File: config.mk
export PLATFORM = sky130hd
export DESIGN_NAME = i2c_ptr_target
export DESIGN_NICKNAME = d
export VERILOG_FILES = /design/src/rtl/i2c_tgt_pkg.sv /design/src/rtl/i2c_line_sync.sv /design/src/rtl/i2c_tgt_seq.sv /design/src/rtl/i2c_tgt_regs.sv /design/src/rtl/i2c_ptr_target.sv
export SDC_FILE = /design/constraint.sdc
export NUM_CORES = 1
export LEC_CHECK = 0
export ABC_AREA = 1
export CORE_MARGIN = 5
export CORE_UTILIZATION = 40
export DETAILED_ROUTE_END_ITERATION = 12
export GPL_TIMING_DRIVEN = 0
export PLACE_DENSITY = 0.65
export SYNTH_ARGS = -nofsm -noshare
export SYNTH_HDL_FRONTEND = slang
export SYNTH_HIERARCHICAL = 1
export SYNTH_SLANG_ARGS = --single-unit
File: constraint.sdc
create_clock -name clk -period 2.05 [get_ports clk]
set_input_delay 0.41 -clock clk [delete_from_list [all_inputs] [get_ports clk]]
set_output_delay 0.41 -clock clk [all_outputs]
set_load 0.1 [all_outputs]
File: src/rtl/i2c_tgt_pkg.sv
package i2c_tgt_pkg;
  localparam int unsigned BYTE_W = 8;
  localparam int unsigned WORD_W = 16;
  localparam int unsigned PTR_W  = 2;

  localparam logic [PTR_W-1:0] PTR_SAMPLE = 2'd0;
  localparam logic [PTR_W-1:0] PTR_CTRL   = 2'd1;
  localparam logic [PTR_W-1:0] PTR_LOLIM  = 2'd2;

  typedef enum logic [3:0] {
    ST_IDLE,
    ST_ADDR,
    ST_ADDR_ACK,
    ST_PTR,
    ST_PTR_ACK,
    ST_WDATA,
    ST_WDATA_ACK,
    ST_RDATA,
    ST_RACK,
    ST_IGNORE
  } tgt_state_e;
endpackage

File: src/rtl/i2c_line_sync.sv
module i2c_line_sync #(
  parameter int unsigned STAGES = 2
) (
  input  logic clk,
  input  logic rst,
  input  logic scl_i,
  input  logic sda_i,
  output logic scl_rise,
  output logic scl_fall,
  output logic start_det,
  output logic stop_det,
  output logic sda_lvl
);
  localparam int unsigned NLINES = 2;

  logic [NLINES-1:0] raw;
  logic [NLINES-1:0] cur;
  logic [NLINES-1:0] prev;

  assign raw = {scl_i, sda_i};

  for (genvar g = 0; g < NLINES; g++) begin : g_line
    logic [STAGES-1:0] chain;
    always_ff @(posedge clk) begin
      if (rst) chain <= '1;
      else     chain <= {chain[STAGES-2:0], raw[g]};
    end
    assign cur[g] = chain[STAGES-1];
  end

  always_ff @(posedge clk) begin
    if (rst) prev <= '1;
    else     prev <= cur;
  end

  // bit 1 = SCL, bit 0 = SDA
  assign scl_rise  =  cur[1] & ~prev[1];
  assign scl_fall  = ~cur[1] &  prev[1];
  assign start_det =  cur[1] &  prev[1] &  prev[0] & ~cur[0];
  assign stop_det  =  cur[1] &  prev[1] & ~prev[0] &  cur[0];
  assign sda_lvl   =  cur[0];
endmodule

File: src/rtl/i2c_tgt_seq.sv
module i2c_tgt_seq
  import i2c_tgt_pkg::*;
#(
  parameter logic [3:0] ADDR_HI = 4'b1001
) (
  input  logic              clk,
  input  logic              rst,
  input  logic              scl_rise,
  input  logic              scl_fall,
  input  logic              start_det,
  input  logic              stop_det,
  input  logic              sda_lvl,
  input  logic [2:0]        pin_addr,
  input  logic [WORD_W-1:0] rd_word,
  input  logic              rd_two,
  output logic              sda_oe,
  output logic              ptr_we,
  output logic              wr_byte_stb,
  output logic [BYTE_W-1:0] byte_d,
  output logic [1:0]        wr_idx,
  output logic              rd_stb
);
  localparam logic [3:0] LAST_BIT = 4'd8;

  tgt_state_e        state;
  logic [3:0]        bitcnt;
  logic [BYTE_W-1:0] sreg;
  logic [BYTE_W-1:0] txreg;
  logic [BYTE_W-1:0] snap_lo;
  logic [1:0]        bidx;
  logic              rw;
  logic              two;
  logic              host_ack;

  always_ff @(posedge clk) begin
    if (rst) begin
      state       <= ST_IDLE;
      bitcnt      <= '0;
      sreg        <= '0;
      txreg       <= '0;
      snap_lo     <= '0;
      bidx        <= '0;
      rw          <= 1'b0;
      two         <= 1'b0;
      host_ack    <= 1'b0;
      sda_oe      <= 1'b0;
      ptr_we      <= 1'b0;
      wr_byte_stb <= 1'b0;
      byte_d      <= '0;
      wr_idx      <= '0;
      rd_stb      <= 1'b0;
    end else begin
      ptr_we      <= 1'b0;
      wr_byte_stb <= 1'b0;
      rd_stb      <= 1'b0;
      if (start_det) begin
        state  <= ST_ADDR;
        bitcnt <= '0;
        sda_oe <= 1'b0;
      end else if (stop_det) begin
        state  <= ST_IDLE;
        bitcnt <= '0;
        sda_oe <= 1'b0;
      end else begin
        case (state)
          ST_ADDR, ST_PTR, ST_WDATA: begin
            if (scl_rise && bitcnt < LAST_BIT) begin
              sreg   <= {sreg[BYTE_W-2:0], sda_lvl};
              bitcnt <= bitcnt + 4'd1;
            end else if (scl_fall && bitcnt == LAST_BIT) begin
              bitcnt <= '0;
              if (state == ST_ADDR) begin
                if (sreg[7:1] == {ADDR_HI, pin_addr}) begin
                  sda_oe <= 1'b1;
                  rw     <= sreg[0];
                  state  <= ST_ADDR_ACK;
                end else begin
                  state  <= ST_IGNORE;
                end
              end else if (state == ST_PTR) begin
                sda_oe <= 1'b1;
                ptr_we <= 1'b1;
                byte_d <= sreg;
                bidx   <= '0;
                state  <= ST_PTR_ACK;
              end else begin
                sda_oe      <= 1'b1;
                wr_byte_stb <= 1'b1;
                byte_d      <= sreg;
                wr_idx      <= bidx;
                if (bidx != 2'd3) bidx <= bidx + 2'd1;
                state       <= ST_WDATA_ACK;
              end
            end
          end
          ST_ADDR_ACK: begin
            if (scl_fall) begin
              if (rw) begin
                txreg   <= rd_word[WORD_W-1:BYTE_W];
                snap_lo <= rd_word[BYTE_W-1:0];
                two     <= rd_two;
                sda_oe  <= ~rd_word[WORD_W-1];
                bidx    <= '0;
                state   <= ST_RDATA;
              end else begin
                sda_oe  <= 1'b0;
                state   <= ST_PTR;
              end
            end
          end
          ST_PTR_ACK, ST_WDATA_ACK: begin
            if (scl_fall) begin
              sda_oe <= 1'b0;
              state  <= ST_WDATA;
            end
          end
          ST_RDATA: begin
            if (scl_rise) begin
              bitcnt <= bitcnt + 4'd1;
            end else if (scl_fall) begin
              if (bitcnt == LAST_BIT) begin
                sda_oe <= 1'b0;
                bitcnt <= '0;
                state  <= ST_RACK;
              end else begin
                txreg  <= {txreg[BYTE_W-2:0], 1'b0};
                sda_oe <= ~txreg[BYTE_W-2];
              end
            end
          end
          ST_RACK: begin
            if (scl_rise) begin
              host_ack <= ~sda_lvl;
            end else if (scl_fall) begin
              if (host_ack && two && bidx == 2'd0) begin
                txreg  <= snap_lo;
                sda_oe <= ~snap_lo[BYTE_W-1];
                bidx   <= 2'd1;
                state  <= ST_RDATA;
              end else begin
                rd_stb <= 1'b1;
                state  <= ST_IGNORE;
              end
            end
          end
          default: begin
            sda_oe <= 1'b0;
          end
        endcase
      end
    end
  end
endmodule

File: src/rtl/i2c_tgt_regs.sv
module i2c_tgt_regs
  import i2c_tgt_pkg::*;
#(
  parameter logic [BYTE_W-1:0] CTRL_RST  = 8'h00,
  parameter logic [WORD_W-1:0] LOLIM_RST = 16'h4B00,
  parameter logic [WORD_W-1:0] HILIM_RST = 16'h5000
) (
  input  logic              clk,
  input  logic              rst,
  input  logic              ptr_we,
  input  logic              wr_byte_stb,
  input  logic [BYTE_W-1:0] byte_d,
  input  logic [1:0]        wr_idx,
  input  logic [WORD_W-1:0] sample,
  output logic [PTR_W-1:0]  ptr,
  output logic [BYTE_W-1:0] ctrl,
  output logic [WORD_W-1:0] lo_lim,
  output logic [WORD_W-1:0] hi_lim,
  output logic [WORD_W-1:0] rd_word,
  output logic              rd_two,
  output logic              wr_stb
);
  localparam int unsigned NWORDS = 2;
  localparam logic [NWORDS*WORD_W-1:0] WORD_RST = {HILIM_RST, LOLIM_RST};

  logic [BYTE_W-1:0]        hold;
  logic [NWORDS*WORD_W-1:0] words;
  logic [NWORDS-1:0]        word_commit;
  logic                     ctrl_commit;
  logic                     wide_sel;

  assign wide_sel    = ptr >= PTR_LOLIM;
  assign ctrl_commit = wr_byte_stb && wr_idx == 2'd0 && ptr == PTR_CTRL;

  always_ff @(posedge clk) begin
    if (rst) begin
      ptr  <= '0;
      ctrl <= CTRL_RST;
      hold <= '0;
    end else begin
      if (ptr_we) ptr <= byte_d[PTR_W-1:0];
      if (ctrl_commit) ctrl <= byte_d;
      if (wr_byte_stb && wr_idx == 2'd0 && wide_sel) hold <= byte_d;
    end
  end

  for (genvar i = 0; i < NWORDS; i++) begin : g_word
    localparam logic [PTR_W-1:0] MY_PTR = PTR_W'(PTR_LOLIM + i);
    logic [WORD_W-1:0] wq;
    assign word_commit[i] = wr_byte_stb && wr_idx == 2'd1 && ptr == MY_PTR;
    always_ff @(posedge clk) begin
      if (rst)                 wq <= WORD_RST[i*WORD_W +: WORD_W];
      else if (word_commit[i]) wq <= {hold, byte_d};
    end
    assign words[i*WORD_W +: WORD_W] = wq;
  end

  always_ff @(posedge clk) begin
    if (rst) wr_stb <= 1'b0;
    else     wr_stb <= ctrl_commit | (|word_commit);
  end

  assign lo_lim = words[WORD_W-1:0];
  assign hi_lim = words[2*WORD_W-1:WORD_W];

  always_comb begin
    case (ptr)
      PTR_SAMPLE: rd_word = sample;
      PTR_CTRL:   rd_word = {ctrl, {BYTE_W{1'b0}}};
      PTR_LOLIM:  rd_word = lo_lim;
      default:    rd_word = hi_lim;
    endcase
  end

  assign rd_two = ptr != PTR_CTRL;
endmodule

File: src/rtl/i2c_ptr_target.sv
module i2c_ptr_target
  import i2c_tgt_pkg::*;
#(
  parameter logic [3:0]        ADDR_HI     = 4'b1001,
  parameter int unsigned       SYNC_STAGES = 2,
  parameter logic [BYTE_W-1:0] CTRL_RST    = 8'h00,
  parameter logic [WORD_W-1:0] LOLIM_RST   = 16'h4B00,
  parameter logic [WORD_W-1:0] HILIM_RST   = 16'h5000
) (
  input  logic              clk,
  input  logic              rst,
  input  logic              scl_i,
  input  logic              sda_i,
  input  logic [2:0]        pin_addr_i,
  input  logic [WORD_W-1:0] sample_i,
  output logic              sda_oe_o,
  output logic [BYTE_W-1:0] ctrl_o,
  output logic [WORD_W-1:0] lo_lim_o,
  output logic [WORD_W-1:0] hi_lim_o,
  output logic [PTR_W-1:0]  ptr_o,
  output logic              halt_o,
  output logic [1:0]        fq_code_o,
  output logic              wr_stb_o,
  output logic              rd_stb_o
);
  logic              scl_rise, scl_fall, start_det, stop_det, sda_lvl;
  logic              ptr_we, wr_byte_stb, rd_two;
  logic [BYTE_W-1:0] byte_d;
  logic [1:0]        wr_idx;
  logic [WORD_W-1:0] rd_word;

  i2c_line_sync #(.STAGES(SYNC_STAGES)) i_sync (
    .clk       (clk),
    .rst       (rst),
    .scl_i     (scl_i),
    .sda_i     (sda_i),
    .scl_rise  (scl_rise),
    .scl_fall  (scl_fall),
    .start_det (start_det),
    .stop_det  (stop_det),
    .sda_lvl   (sda_lvl)
  );

  i2c_tgt_seq #(.ADDR_HI(ADDR_HI)) i_seq (
    .clk         (clk),
    .rst         (rst),
    .scl_rise    (scl_rise),
    .scl_fall    (scl_fall),
    .start_det   (start_det),
    .stop_det    (stop_det),
    .sda_lvl     (sda_lvl),
    .pin_addr    (pin_addr_i),
    .rd_word     (rd_word),
    .rd_two      (rd_two),
    .sda_oe      (sda_oe_o),
    .ptr_we      (ptr_we),
    .wr_byte_stb (wr_byte_stb),
    .byte_d      (byte_d),
    .wr_idx      (wr_idx),
    .rd_stb      (rd_stb_o)
  );

  i2c_tgt_regs #(
    .CTRL_RST  (CTRL_RST),
    .LOLIM_RST (LOLIM_RST),
    .HILIM_RST (HILIM_RST)
  ) i_regs (
    .clk         (clk),
    .rst         (rst),
    .ptr_we      (ptr_we),
    .wr_byte_stb (wr_byte_stb),
    .byte_d      (byte_d),
    .wr_idx      (wr_idx),
    .sample      (sample_i),
    .ptr         (ptr_o),
    .ctrl        (ctrl_o),
    .lo_lim      (lo_lim_o),
    .hi_lim      (hi_lim_o),
    .rd_word     (rd_word),
    .rd_two      (rd_two),
    .wr_stb      (wr_stb_o)
  );

  assign halt_o    = ctrl_o[0];
  assign fq_code_o = ctrl_o[4:3];
endmodule

# After elaboration in Yosys (flattened, before gate mapping)

Cells that the tools add are included.

Input port bits: 23
Bits in registers: 107
Word-level logic and storage cells: 193

Add/subtract/negate cells: 2
Mux-type cells: 61
Bitwise gates (word level): 24
Reduce and logical (&&, ||, !) cells: 36
Order comparisons: 2
Equality and inequality tests: 43

Operators with widths:

| cell                                                                  | count |
|---|---|
| 4-bit two-way mux                                                     | 17 |
| 7-bit two-way mux                                                     | 8 |
| 16-bit case mux with 3 select lines                                   | 1 |
| 10-bit AND reduction                                                  | 3 |
| 4-bit by 1-bit != test with 1-bit output, second input constant       | 6 |
| 2-bit two-way mux                                                     | 11 |
| 7-bit case mux with 3 select lines                                    | 1 |
| 4-bit case mux with 5 select lines                                    | 1 |
| 1-bit two-way mux                                                     | 18 |
| 2-bit by 1-bit != test with 1-bit output, second input constant       | 9 |
| 4-bit by 3-bit equality test with 1-bit output, second input constant | 4 |
| 1-bit NOT                                                             | 16 |
| 7-bit AND reduction                                                   | 2 |
| 2-bit != test, second input constant                                  | 6 |
| 3-bit by 1-bit != test with 1-bit output, second input constant       | 4 |
| 12-bit AND reduction                                                  | 1 |
| 4-bit AND reduction                                                   | 3 |
| 11-bit AND reduction                                                  | 1 |
| 1-bit logical AND                                                     | 10 |
| 4-bit by 2-bit equality test with 1-bit output, second input constant | 2 |
| 4-bit equality test, second input constant                            | 2 |
| 4-bit != test, second input constant                                  | 2 |
| 4-bit case mux with 2 select lines                                    | 1 |
| 1-bit bitwise AND                                                     | 7 |
| 25 further kinds                                                      | 32 |

# Longest topological paths before layout

Depth in word-level cells: 8
Gate-level depth with buffers: 11
Gate-level depth less buffers: 11

# Modules after synthesis

Netlist, hierarchy kept.

By module, submodules not included:

| module         | times used | cells an instance | sequential area each (µm²) | area an instance (µm²) |
|---|---|---|---|---|
| i2c_tgt_seq    | 1          | 398               | 1,001.0                    | 2,597.5 |
| i2c_tgt_regs   | 1          | 374               | 1,021.0                    | 2,407.3 |
| i2c_line_sync  | 1          | 24                | 120.1                      | 197.7 |
| i2c_ptr_target | 1          | 3                 | 0.0                        | 22.5 |

# Least setup slack after synthesis

OpenSTA, ideal clock, no wires.

Path type: register to register
Start: register i_regs.ptr[1]
End: register i_seq.sda_oe
Period minus slack after synthesis: 2.281 ns
Stages on the path, launching flop included: 12
Slack: -0.231 ns
Arrival time: 2.168 ns
Setup time: 0.113 ns
Cell sequence: dfxtp_1 > buf_4 > nand2_1 > inv_1 > buf_2 > nand2_1 > nand4_1 > inv_1 > a21oi_1 > o21ai_0 > nor2_1 > nor2_1

Cells in the longest elaborated chain, start to end: 6
Elaborated cells on any way between the ends: 8
Classes of those cells: 2 x eq/ne; 4 x mux; 1 x bitwise; 1 x reduce/logical

Ends and longest elaborated chain:

| what                                              | line                 | source |
|---|---|---|
| from (decl)                                       | i2c_tgt_regs.sv:15   | `output logic [PTR_W-1:0] ptr,` |
| from (signal assigned)                            | i2c_tgt_regs.sv:41   | `if (ptr_we) ptr <= byte_d[PTR_W-1:0];` |
| 2-bit equality test, or another cell as far along | i2c_tgt_regs.sv:67   | `case (ptr)` |
| 16-bit case mux with 3 select lines (*)           | i2c_tgt_regs.sv:67   |  |
| via rd_word[15]                                   | i2c_ptr_target.sv:30 | `logic [WORD_W-1:0] rd_word;` |
| 1-bit NOT (*)                                     | i2c_tgt_seq.sv:102   | `sda_oe <= ~rd_word[WORD_W-1];` |
| 1-bit two-way mux (*)                             | i2c_tgt_seq.sv:98    | `if (rw) begin` |
| 1-bit two-way mux (*)                             | i2c_tgt_seq.sv:97    | `if (scl_fall) begin` |
| 1-bit case mux with 5 select lines (*)            | i2c_tgt_seq.sv:65    | `case (state)` |
| to (signal assigned)                              | i2c_tgt_seq.sv:102   |  |
| to (signal assigned)                              | i2c_tgt_seq.sv:127   | `sda_oe <= ~txreg[BYTE_W-2];` |
| to (signal assigned)                              | i2c_tgt_seq.sv:137   | `sda_oe <= ~snap_lo[BYTE_W-1];` |
| to (decl)                                         | i2c_tgt_seq.sv:16    | `output logic sda_oe,` |

Mark *: on every way through the listed nets, which the timed path passes. The rest lies on a longest branch. The select of a mux whose other input is x is not followed.
A chain may end at the register's enable or synchronous reset.

# Final worst setup path

Start: register i_regs.g_word[1].wq[6], in the netlist i_regs/hi_lim[6]
End: output hi_lim_o[6]

RTL lines:

| what                   | line                 | source |
|---|---|---|
| from (decl)            | i2c_tgt_regs.sv:49   | `logic [WORD_W-1:0] wq;` |
| from (signal assigned) | i2c_tgt_regs.sv:52   | `if (rst) wq <= WORD_RST[i*WORD_W +: WORD_W];` |
| from (signal assigned) | i2c_tgt_regs.sv:53   | `else if (word_commit[i]) wq <= {hold, byte_d};` |
| to (decl)              | i2c_ptr_target.sv:19 | `output logic [WORD_W-1:0] hi_lim_o,` |

No word-level cell between the ends.

==> reports/results.txt <==
status - complete, no violations
multiplexer area fraction after synthesis - 0
Top FF cell, synth - dfxtp_1
Post-Synth Adder-Cell Area - 0.00958
Netlist cell types - 32
Max Buffers Root-to-Sink - 2
WP data required - 1.64 ns
endpoints failing setup - 0
delay-heaviest family, CP - buffers and inverters
CP max stage delay - 0.88 ns
XOR/XNOR Fraction of Synth Area - 0.00168
layout cell share with drive strength beyond 1 - 0.0980
DR vias/cell - 4.88
r2r setup slk - 0.14 ns
worst-case reg-to-reg path depth - 8
top-area cell type share of the netlist area - 0.410
die area - 0.0154 mm²
remaining antenna violation count - 0
layout filler cell count - 1,366
CTS root buf - clkbuf_16
Fmax - 497 MHz
starting density of the core - 0.411
CP Buf/Inv Count - 1
EDFF count, synth - 0
synthesized flop and latch total - 107
Worst setup EP type - primary output
WP depth - 1
period utilisation layout - 0.981
post-synthesis average cell area - 6.54 µm²
largest family of logic cells by synthesized area - simple AND/OR/NAND/NOR gates
synthesized instance count - 799
Pleak - 2.96 nW
Rel. slew slack - 0.351
drt drc - 0
Worst Setup Start Kind - flop
WP data arrival - 1.60 ns
RePlAce Congestion - 0.966
grt ovf - 0
I/O pin count - 71
WHS - 0.408 ns
Post-DP HPWL - 11,500 µm
First-pass DRT Iterations - 8
crit path cell chain - dlygate4sd2_1
initial antenna violation count - 0
PortBufs - 70
1st-iter DRT viols - 471
Num CTS Buffers - 9
Post-CTS Hold Buffers - 0
RSZ-0062 raised after global routing - no
type of the most critical hold path - flop to flop
Antenna Cells - 0
synthesis-to-layout area growth - 22.7%
most common cell in the netlist - nand2_1
slowest cell on the critical path - dlygate4sd2_1
syn nets - 826
fin nets - 910
Total Power - 0.00519 W
Post-Place Worst Slack - -0.501 ns
part of the Yosys area used for sequential elements - 0.410
Synth Area in Compound Gates - 0.0807
Setup Skew - 0.00834 ns
pwr/cell area - 809 mW/mm²
Cell Area, Placed - 0.00614 mm²
Tightest Pin Transition - 0.977 ns
via count - 5,178
final critical-path required period - 2.01 ns
number of global-route vias before repair - 4,866
Synth async-reset ratio - 0
first-pass GRT wire length - 25,100 µm
Post-synth top cells - nand2_1, nor2_1, dfxtp_1, inv_1, nand3_1
# clock sinks - 107
VDD IR max - 0.000697 V
final instance area - 0.00641 mm²
Final WS setup - 0.0389 ns
die span in x - 124 µm
DR WL/cell - 14.3 µm
H-tree depth - 3
Core ar. - 0.0127 mm²
Max FO, Critical Path - 3
WL final - 15,200 µm
cell taking the most area after synthesis - dfxtp_1
Final Max Tran Viols - 0
synthesis warning total - 6
Setup CP Type - flop to primary output
# rows - 41
Syn Std Cell Area - 0.00523 mm²
Final Hold Violating Endpoints - 0
Global Route Usage Sum - 0.198
maxcap violations - 0
post-synthesis simple-gate area fraction - 0.402
TritonCTS clock tree - built
ranking of synthesized cells by area - dfxtp_1, nand2_1, nor2_1
Skew-Pair Late Insertion Delay - 0.36 ns
Clock Pin Slew Worst Setup and Hold Paths - 0.08 ns
pin count of the biggest net entering global routing - 19
worst hold stages - 1
die height - 124 µm
## registers in the layout, indices dropped and copies added (netlist names), 2 cells and up
register             cells
i_sync/g_line.chain      4
i_seq/bitcnt             4
i_sync/prev              2
i_seq/byte_d             8
i_regs/lo_lim           16
i_seq/sreg               8
i_regs/ptr               2
i_seq/state              4
i_seq/bidx               2
i_seq/txreg              7
i_regs/ctrl              8
i_seq/wr_idx             2
i_regs/hi_lim           16
i_regs/hold              8
i_seq/snap_lo            8
## cells by family after synthesis
family,count (synthesis)
xor+xnor,1
fa+ha+maj,4
simple gates,497
flops,107
compound gates,76
buf+inv,114
## per-layer routing
layer / track usage / up-vias / share of wire
li1: - / 2680 / -
met5: 0 / - / 0
met1: 0.276 / 2343 / 0.50
met4: 0.0600 / 0 / 0.024
met2: 0.301 / 134 / 0.42
met3: 0.0506 / 21 / 0.055
## cell type report
| cell class | instances | area, µm² | share of cell area |
|---|---|---|---|
| inverters | 78 | 293 | 0.0457 |
| plain buffers | 36 | 213 | 0.0332 |
| repair buffers | 73 | 649 | 0.101 |
| well taps | 172 | 215 | 0.0336 |
| multi-input cells | 578 | 2590 | 0.405 |
| flip-flops and latches | 107 | 2140 | 0.334 |
| clock buffers | 10 | 229 | 0.0357 |
| clock inverters | 6 | 73.8 | 0.0115 |
## per-stage QoR
stage	setup TNS, ns	utilization	cells
floorplan	0	-	799
global placement	-4.91	0.483	1041
detailed placement	-5.59	0.483	1041
CTS	0	0.503	1057
global route	0	0.504	1060
finish	0	0.504	1060
## layout by cell type (no fill, tap or decap), types with 12 or more instances in the layout
cell | synthesis | layout
nand2_1 | 206 | 206
nand4_1 | 21 | 21
a21oi_1 | 23 | 23
inv_1 | 74 | 74
dfxtp_1 | 107 | 105
clkdlybuf4s50_1 | 0 | 22
buf_2 | 12 | 12
buf_4 | 10 | 14
nand3_1 | 69 | 69
dlygate4sd2_1 | 0 | 31
o21ai_0 | 37 | 37
nor2_1 | 176 | 172
## report_power, final
group	leakage (nW)	internal (W)	switching [W]
Combinational	1.95	0.000395	0.000751
Clock	0.148	0.000963	0.000806
Sequential	0.866	0.00220	0.0000759
Total	2.96	0.00355	0.00163
## what timing repair did
item	4_1_cts	5_1_grt
setup buffers	0	3
pin swaps	0	2
setup endpoints to repair	56	44
resized for setup	58	24
## final timing paths
kind,startpoint,to
setup reg to reg,i_seq/state[1]$_SDFFE_PP0P_,i_seq/snap_lo[7]$_SDFFE_PP0P_
hold reg to reg,i_sync/g_line[0].chain[0]$_SDFF_PP1_,i_sync/g_line[0].chain[1]$_SDFF_PP1_
hold / removal,i_sync/g_line[0].chain[0]$_SDFF_PP1_,i_sync/g_line[0].chain[1]$_SDFF_PP1_
setup / recovery,i_regs/hi_lim[6]$_SDFFE_PP0P_,hi_lim_o[6]
No activity file was read; power rests on OpenSTA's default activity.
